**src/rtl/acc_alu_pkg.sv**
```systemverilog
package acc_alu_pkg;
   timeunit 1ns; timeprecision 100ps;

   localparam int OPC_W = 3;
   localparam logic [OPC_W-1:0] OPC_COPY = 3'd0;
   localparam logic [OPC_W-1:0] OPC_ADD  = 3'd1;
   localparam logic [OPC_W-1:0] OPC_AND  = 3'd2;

   function automatic logic opc_known(input logic [OPC_W-1:0] op);
      return (op == OPC_COPY) || (op == OPC_ADD) || (op == OPC_AND);
   endfunction
endpackage

```
**src/rtl/acc_src_prep.sv**
```systemverilog
module acc_src_prep #(
   parameter int W      = 8,
   parameter bit ROT_EN = 1'b1,
   localparam int SW    = $clog2(W)
) (
   input  logic [W-1:0]  din,
   input  logic [SW-1:0] rot_amt,
   input  logic [SW-1:0] keep_len,
   output logic [W-1:0]  dout
);
   timeunit 1ns; timeprecision 100ps;

   logic [W-1:0] rot_v;

   generate
      if (ROT_EN) begin : g_rot
         always_comb begin
            for (int i = 0; i < W; i++) begin
               rot_v[i] = din[(i + int'(rot_amt)) % W];
            end
         end
      end else begin : g_norot
         assign rot_v = din;
      end
   endgenerate

   for (genvar i = 0; i < W; i++) begin : g_mask
      assign dout[i] = rot_v[i] & ((keep_len == '0) || (SW'(i) < keep_len));
   end
endmodule

```
**src/rtl/acc_alu_core.sv**
```systemverilog
module acc_alu_core
   import acc_alu_pkg::*;
#(
   parameter int W = 8
) (
   input  logic [OPC_W-1:0] opcode,
   input  logic [W-1:0]     opnd,
   input  logic [W-1:0]     acc,
   output logic [W-1:0]     result,
   output logic             cout
);
   timeunit 1ns; timeprecision 100ps;

   logic [W:0] sum;

   assign sum  = {1'b0, opnd} + {1'b0, acc};
   assign cout = sum[W];

   always_comb begin
      unique case (opcode)
         OPC_ADD: result = sum[W-1:0];
         OPC_AND: result = opnd & acc;
         default: result = opnd;
      endcase
   end
endmodule

```
**src/rtl/acc_regfile.sv**
```systemverilog
module acc_regfile #(
   parameter int W       = 8,
   parameter int N       = 8,
   parameter int ACC_IDX = 0,
   parameter int CY_IDX  = 7,
   localparam int AW     = $clog2(N)
) (
   input  logic          clk,
   input  logic          rst,
   input  logic          we,
   input  logic [AW-1:0] waddr,
   input  logic [W-1:0]  wdata,
   input  logic          cy_we,
   input  logic          cy_bit,
   input  logic [AW-1:0] ra1,
   output logic [W-1:0]  rd1,
   input  logic [AW-1:0] ra2,
   output logic [W-1:0]  rd2,
   output logic [W-1:0]  acc_q,
   output logic [W-1:0]  cy_q
);
   timeunit 1ns; timeprecision 100ps;

   logic [W-1:0] regs [N];

   for (genvar i = 0; i < N; i++) begin : g_reg
      if (i == CY_IDX) begin : g_cy
         always_ff @(posedge clk) begin
            if (rst)        regs[i] <= '0;
            else if (cy_we) regs[i] <= W'(cy_bit);
         end
      end else begin : g_gp
         always_ff @(posedge clk) begin
            if (rst)                           regs[i] <= '0;
            else if (we && waddr == AW'(i))    regs[i] <= wdata;
         end
      end
   end

   assign rd1   = regs[ra1];
   assign rd2   = regs[ra2];
   assign acc_q = regs[ACC_IDX];
   assign cy_q  = regs[CY_IDX];
endmodule

```
**src/rtl/acc_alu_exec.sv**
```systemverilog
module acc_alu_exec
   import acc_alu_pkg::*;
#(
   parameter int  W       = 8,
   parameter int  N       = 8,
   parameter int  ACC_IDX = 0,
   parameter int  CY_IDX  = 7,
   parameter bit  ROT_EN  = 1'b1,
   localparam int AW      = $clog2(N),
   localparam int SW      = $clog2(W)
) (
   input  logic             clk,
   input  logic             rst,
   input  logic             instr_valid,
   input  logic [OPC_W-1:0] opcode,
   input  logic             src_is_port,
   input  logic [AW-1:0]    src_reg,
   input  logic [SW-1:0]    rot_amt,
   input  logic [SW-1:0]    keep_len,
   input  logic             dst_is_port,
   input  logic [AW-1:0]    dst_reg,
   input  logic [W-1:0]     port_in,
   output logic [W-1:0]     port_out,
   output logic             port_wr,
   input  logic [AW-1:0]    rd_addr,
   output logic [W-1:0]     rd_data
);
   timeunit 1ns; timeprecision 100ps;

   if (W < 2 || (1 << SW) != W) begin : g_bad_w
      $error("acc_alu_exec: W must be a power of two of at least 2");
   end
   if (N < 2 || (1 << AW) != N) begin : g_bad_n
      $error("acc_alu_exec: N must be a power of two of at least 2");
   end
   if (ACC_IDX == CY_IDX || ACC_IDX >= N || CY_IDX >= N) begin : g_bad_idx
      $error("acc_alu_exec: accumulator and carry indices must differ and fit N");
   end

   logic [W-1:0] src_reg_val, src_raw, src_prep, acc_q, cy_q, result;
   logic         cout, fire, reg_we, cy_we;

   assign fire   = instr_valid && opc_known(opcode);
   assign reg_we = fire && !dst_is_port;
   assign cy_we  = instr_valid && (opcode == OPC_ADD);

   assign src_raw = src_is_port ? port_in : src_reg_val;

   acc_src_prep #(.W(W), .ROT_EN(ROT_EN)) u_prep (
      .din      (src_raw),
      .rot_amt  (rot_amt),
      .keep_len (keep_len),
      .dout     (src_prep)
   );

   acc_alu_core #(.W(W)) u_core (
      .opcode (opcode),
      .opnd   (src_prep),
      .acc    (acc_q),
      .result (result),
      .cout   (cout)
   );

   acc_regfile #(.W(W), .N(N), .ACC_IDX(ACC_IDX), .CY_IDX(CY_IDX)) u_rf (
      .clk    (clk),
      .rst    (rst),
      .we     (reg_we),
      .waddr  (dst_reg),
      .wdata  (result),
      .cy_we  (cy_we),
      .cy_bit (cout),
      .ra1    (src_reg),
      .rd1    (src_reg_val),
      .ra2    (rd_addr),
      .rd2    (rd_data),
      .acc_q  (acc_q),
      .cy_q   (cy_q)
   );

   always_ff @(posedge clk) begin
      if (rst) begin
         port_out <= '0;
         port_wr  <= 1'b0;
      end else begin
         port_wr <= fire && dst_is_port;
         if (fire && dst_is_port) port_out <= result;
      end
   end
endmodule

```
**config.mk**
```make
export PLATFORM = sky130hd
export DESIGN_NAME = acc_alu_exec
export DESIGN_NICKNAME = d
export VERILOG_FILES = /design/src/rtl/acc_alu_pkg.sv /design/src/rtl/acc_src_prep.sv /design/src/rtl/acc_alu_core.sv /design/src/rtl/acc_regfile.sv /design/src/rtl/acc_alu_exec.sv
export SDC_FILE = /design/constraint.sdc
export NUM_CORES = 1
export LEC_CHECK = 0
export BUFFER_PORTS_ARGS = -buffer_cell sky130_fd_sc_hd__buf_2
export CAP_MARGIN = 20
export CORE_MARGIN = 2
export CORE_UTILIZATION = 55
export CTS_BUF_LIST = sky130_fd_sc_hd__clkbuf_8
export DETAILED_ROUTE_END_ITERATION = 10
export PLACE_DENSITY = 0.79
export SLEW_MARGIN = 15
export SYNTH_ARGS = -nofsm -noshare
export SYNTH_HDL_FRONTEND = slang
export SYNTH_SLANG_ARGS = --single-unit
```
**constraint.sdc**
```tcl
create_clock -name clk -period 5 [get_ports clk]
set_clock_uncertainty 0.2 [all_clocks]
set_input_delay 0.25 -clock clk [delete_from_list [all_inputs] [get_ports clk]]
set_output_delay 0.25 -clock clk [all_outputs]
set_load 0.01 [all_outputs]
```
After elaboration in Yosys (flattened, before gate mapping)
Memory sizes are Yosys's and may differ from the RTL's.
Index checks and enable logic that the tools add are counted.
W data, S select, Z words.
{"block": "totals", "ff_bits": 9, "mem_bits_rw": 64, "input_bits": 31, "out_inout_bits": 17, "mem_count": 1}
{"name": "u_rf.regs", "depth": 8, "width": 8, "read_ports": 3, "rd_clocked_by_memory_dff": 0, "write_ports": 8, "line_no": "acc_regfile.sv:24", "rtl": "logic [W-1:0] regs [N];"}
{"block": "op_classes", "addsub": 8, "order_cmp": 16, "n_eq_ne": 8, "n_mux": 59, "bitwise": 24, "n_reduce_logical": 32}
{"cell": "$mux W8", "n": 9}
{"cell": "$mux W1", "n": 41}
{"cell": "$lt A4 B5 Y1 const B", "n": 7}
{"cell": "$bmux W1 S3", "n": 8}
{"cell": "$reduce_or A3 Y1", "n": 7}
{"cell": "$pmux W8 S2", "n": 1}
{"cell": "$add A3 B3 Y3 const A", "n": 4}
{"cell": "$lt A3 B3 Y1 const A", "n": 4}
{"cell": "$logic_and A1 B1 Y1", "n": 11}
{"cell": "$logic_or A1 B1 Y1", "n": 10}
{"cell": "$add A8 B8 Y9", "n": 1}
{"cell": "$eq A3 B2 Y1 const B", "n": 3}
{"cell": "$eq A3 B3 Y1 const B", "n": 3}
{"cell": "$logic_not A3 Y1", "n": 3}
{"cell": "$and A1 B1 Y1", "n": 8}
{"cell": "$and A8 B8 Y8", "n": 1}
{"cell": "$or A1 B1 Y1", "n": 8}
{"cell": "$and A1 B1 Y1 const A", "n": 7}
{"cell": "$add A2 B3 Y3 const A", "n": 2}
{"cell": "$eq A3 B1 Y1 const B", "n": 2}
{"cell": "$lt A1 B3 Y1 const A", "n": 2}
{"cell": "$lt A2 B3 Y1 const A", "n": 2}
{"cell": "$lt A3 B4 Y1 const B", "n": 1}
{"cell": "$add A1 B3 Y3 const A", "n": 1}
{"cell": "$logic_not A1 Y1", "n": 1}

Longest topological paths before layout
{"block": "depth", "ltp_word": 10, "depth_mapped": 19}

By module
Synthesis repeated with hierarchy kept, for this count alone.
{"block": "unflattened", "cells_unflattened": 433, "hier_area_um2": 4808.4}
{"mod": "acc_regfile", "n_inst": 1, "cells_each": 252, "area_per_inst_um2": 3205.6}
{"mod": "acc_alu_core", "n_inst": 1, "cells_each": 78, "area_per_inst_um2": 588.1}
{"mod": "acc_alu_exec", "n_inst": 1, "cells_each": 51, "area_per_inst_um2": 520.5}
{"mod": "acc_src_prep", "n_inst": 1, "cells_each": 52, "area_per_inst_um2": 494.2}

Worst setup path after synthesis
Ideal clock, no wire load.
{"block": "synth_timing", "path_kind": "input -> register", "startpoint": "in src_reg[0]", "endpoint": "mem u_rf.regs[0][6] (data pin)", "setup_ns": 0.259, "arrival_time_ns": 3.595, "t_required_ns": 4.541, "path_slack_ns": 0.945, "path_stages": 16, "n_path_buf": 1, "path_cell_list": "buf_4 -> mux4_1 -> or3_1 -> and3_1 -> o22a_1 -> and2_1 -> nor2_1 -> a211oi_1 -> ha_1 -> nor2b_1 -> o21a_1 -> o211a_1 -> or3_1 -> a31oi_1 -> o211a_1 -> nor2_1"}
{"item": "start, declared", "line_no": "acc_alu_exec.sv:17", "rtl": "input logic [AW-1:0] src_reg,"}
{"item": "end, declared", "line_no": "acc_regfile.sv:24"}

==> impl_metrics.ini <==
[synth]
syn_area_mm2 = 0.00463
synth_common_cells = 93 x nor2_1, 57 x edfxtp_1, 35 x nand2_1, 24 x mux2i_1
yosys_warnings = 0
synth-edff-count = 57
synth_nets = 507
synthFlopType = edfxtp_1
async_flop_share_pct = 0
seq_area_frac_synth_pct = 40.9
ys_types = 63
synthTopCellsByArea = edfxtp_1 37%, nor2_1 7.5%, mux4_2 6.3%
synth_top_area_share_pct = 37.0
synth.most_common_cell = nor2_1
synth_cells = 465
ys_ff_latch = 66
syn_area_per_cell_um2 = 9.95
synth_top_cell_by_area = edfxtp_1

[place]
hpwl_mm = 9.87
gp_congestion = 0.925
io_buffers = 47

[status]
status = finished, final reports clean

[sta]
hold_viol = 0
fmax_mhz = 218
fin_setup_tns_ns = 0
slew_headroom_pct = 52.1
min_period_ns = 4.58
rsz0062_at_grt = false
final-setup-viol-count = 0
worst_pin_slew_ns = 0.718
fin_crit_sh_pct = 91.7
holdWs_ns = 0.0765
slew_viol_final = 0

[worst_setup_path]
critical_path_arrival_ns = 4.48
crit_fanout = 8
critical_path_class = flip-flop to flip-flop
cp-start-kind = flip-flop
crit_required_ns = 4.90
crit_slowest_cell = mux4_2
cp-end-kind = flip-flop
path_cells = mux4_2 > o31ai_1 > or2_2 > nor2_1 > a2111oi_2 > o21ai_0 > ha_1 > inv_1 > fa_1 > nor2b_1 > o21a_1 > o211a_1 > or3_1 > a31oi_1 > o211a_1 > nor2_1
r2r_slack_ns = 0.42
cp_slowest_stage_delay_ns = 0.48

[grt]
grtUsageTotal_pct = 30.0
antenna_found_initial = 0
grt_remaining_overflow = 0
grt_max_degree = 19
grt_pass1_vias = 3724
grt_pass1_wl_mm = 20.1

[drt]
wl_per_cell_um = 21.3
drt_iter0_drc = 341
vias_per_cell = 6.50
finalWirelength_mm = 13.1
num_vias = 4006
drc_errors = 0
ant_nets = 0
dr.pass1.iters = 5

[finish]
multiInputGateArea_mm2 = 0.00255
diodes = 0
area_growth_pct = 10.6
fillCellCount = 689
layout-drive-gt1-share_pct = 20.5
nNetsFinal = 548
regArea_mm2 = 0.00189

[clocking]
cts_buffers = 9
ctsResizeCount = 0
clockRootBuffer = clkbuf_8
clkTransAtPathRegs_ns = 0.08
hold_buffers = 0
cts_tree = yes
cts_setup_buffers = 0
clk_path_buf_depth = 2
cts.sinks = 66
insertion_delay_ns = 0.35
h-tree-depth = 3

[die]
initial_core_util_pct = 56.6
coreArea_mm2 = 0.00818
die_w_um = 95.7
io_pins = 48
rows = 33
dieArea_mm2 = 0.00916
die_height_um = 95.7

[pwr]
p_per_area_mw_per_mm2 = 282
p_leak_nw = 2.03
power_w = 0.00144
peakVddDrop_mv = 0.264

[hold_path]
min_path_type = primary input to flip-flop

[flow_run]
drv_cap = 0
[cell families after synthesis]
family	share of synthesized area, %
flops	40.9
xor+xnor	2.08
compound gates	16.9
fa+ha+maj	3.14
simple gates	19.2
buf+inv	4.00
mux	13.8
[metal layers]
layer / vias up / global-route usage, % / wire [um]
li1: 1830 / - / -
met4: 0 / 11.9 / 485
met3: 33 / 4.86 / 1090
met1: 1939 / 41.9 / 5430
met2: 204 / 47.1 / 6140
met5: - / 0 / 0
[registers in the layout, summed over array words and instances (netlist names)]
register and cells:
port_out 8, port_wr 1, u_rf.regs 57
[per-stage QoR]
step                      instances  area, um^2  setup WS (ns)  utilization (%)
after detailed placement        600        4920          0.251             60.1
after global routing            616        5120         0.0764             62.6
final                           616        5120          0.416             62.6
after global placement          600        4920          0.395             60.1
after floorplan                 465        4630          0.945                -
after CTS                       616        5120          0.462             62.6
[power by group]
part	internal, W	switching (W)	leakage, nW
sequential	0.000618	0.0000155	0.662
clock	0.000245	0.000220	0.107
combinational	0.000132	0.000211	1.26
[placed cells by master, fill, tap and decap left out, drive strengths merged, types with 8 or more instances in the layout]
master / instances
mux2i: 24
or3: 8
dfxtp: 9
buf: 53
nand3: 10
a211oi: 12
o21ai: 16
ha: 10
a21oi: 13
mux4: 14
nor2: 93
clkbuf: 10
inv: 18
and3: 9
nand2: 35
edfxtp: 57
[path summary, 6_finish.rpt]
kind / startpoint / end / cells past startpoint
max: u_rf.regs[0][3]$_SDFFCE_PN0P_ / u_rf.regs[4][6]$_SDFFCE_PN0P_ / 16
min: rst / port_out[5]$_SDFFE_PP0P_ / 2
max reg2reg: u_rf.regs[0][3]$_SDFFCE_PN0P_ / u_rf.regs[4][6]$_SDFFCE_PN0P_ / 16
min reg2reg: port_out[4]$_SDFFE_PP0P_ / port_out[4]$_SDFFE_PP0P_ / 2
[worst max-delay path, delay by kind of cell, from the launching register on]
kind / cells / cell delay (ns)
AOI/OAI and AO/OA: 7 / 1.91
adders and majority gates: 2 / 0.45
muxes: 1 / 0.48
buffers and inverters: 1 / 0.07
DFF: 1 / 0.47
and+or+nand+nor: 5 / 0.74
[area by class of cell]
class,instances,area share (%)
clock buffer,10,2.69
clock inverter,6,1.25
inverter,17,1.25
multi-input combinational,359,49.8
sequential,66,37.0
tap,105,2.57
timing repair buffer,53,5.48
(Power assumes the default switching activity.)
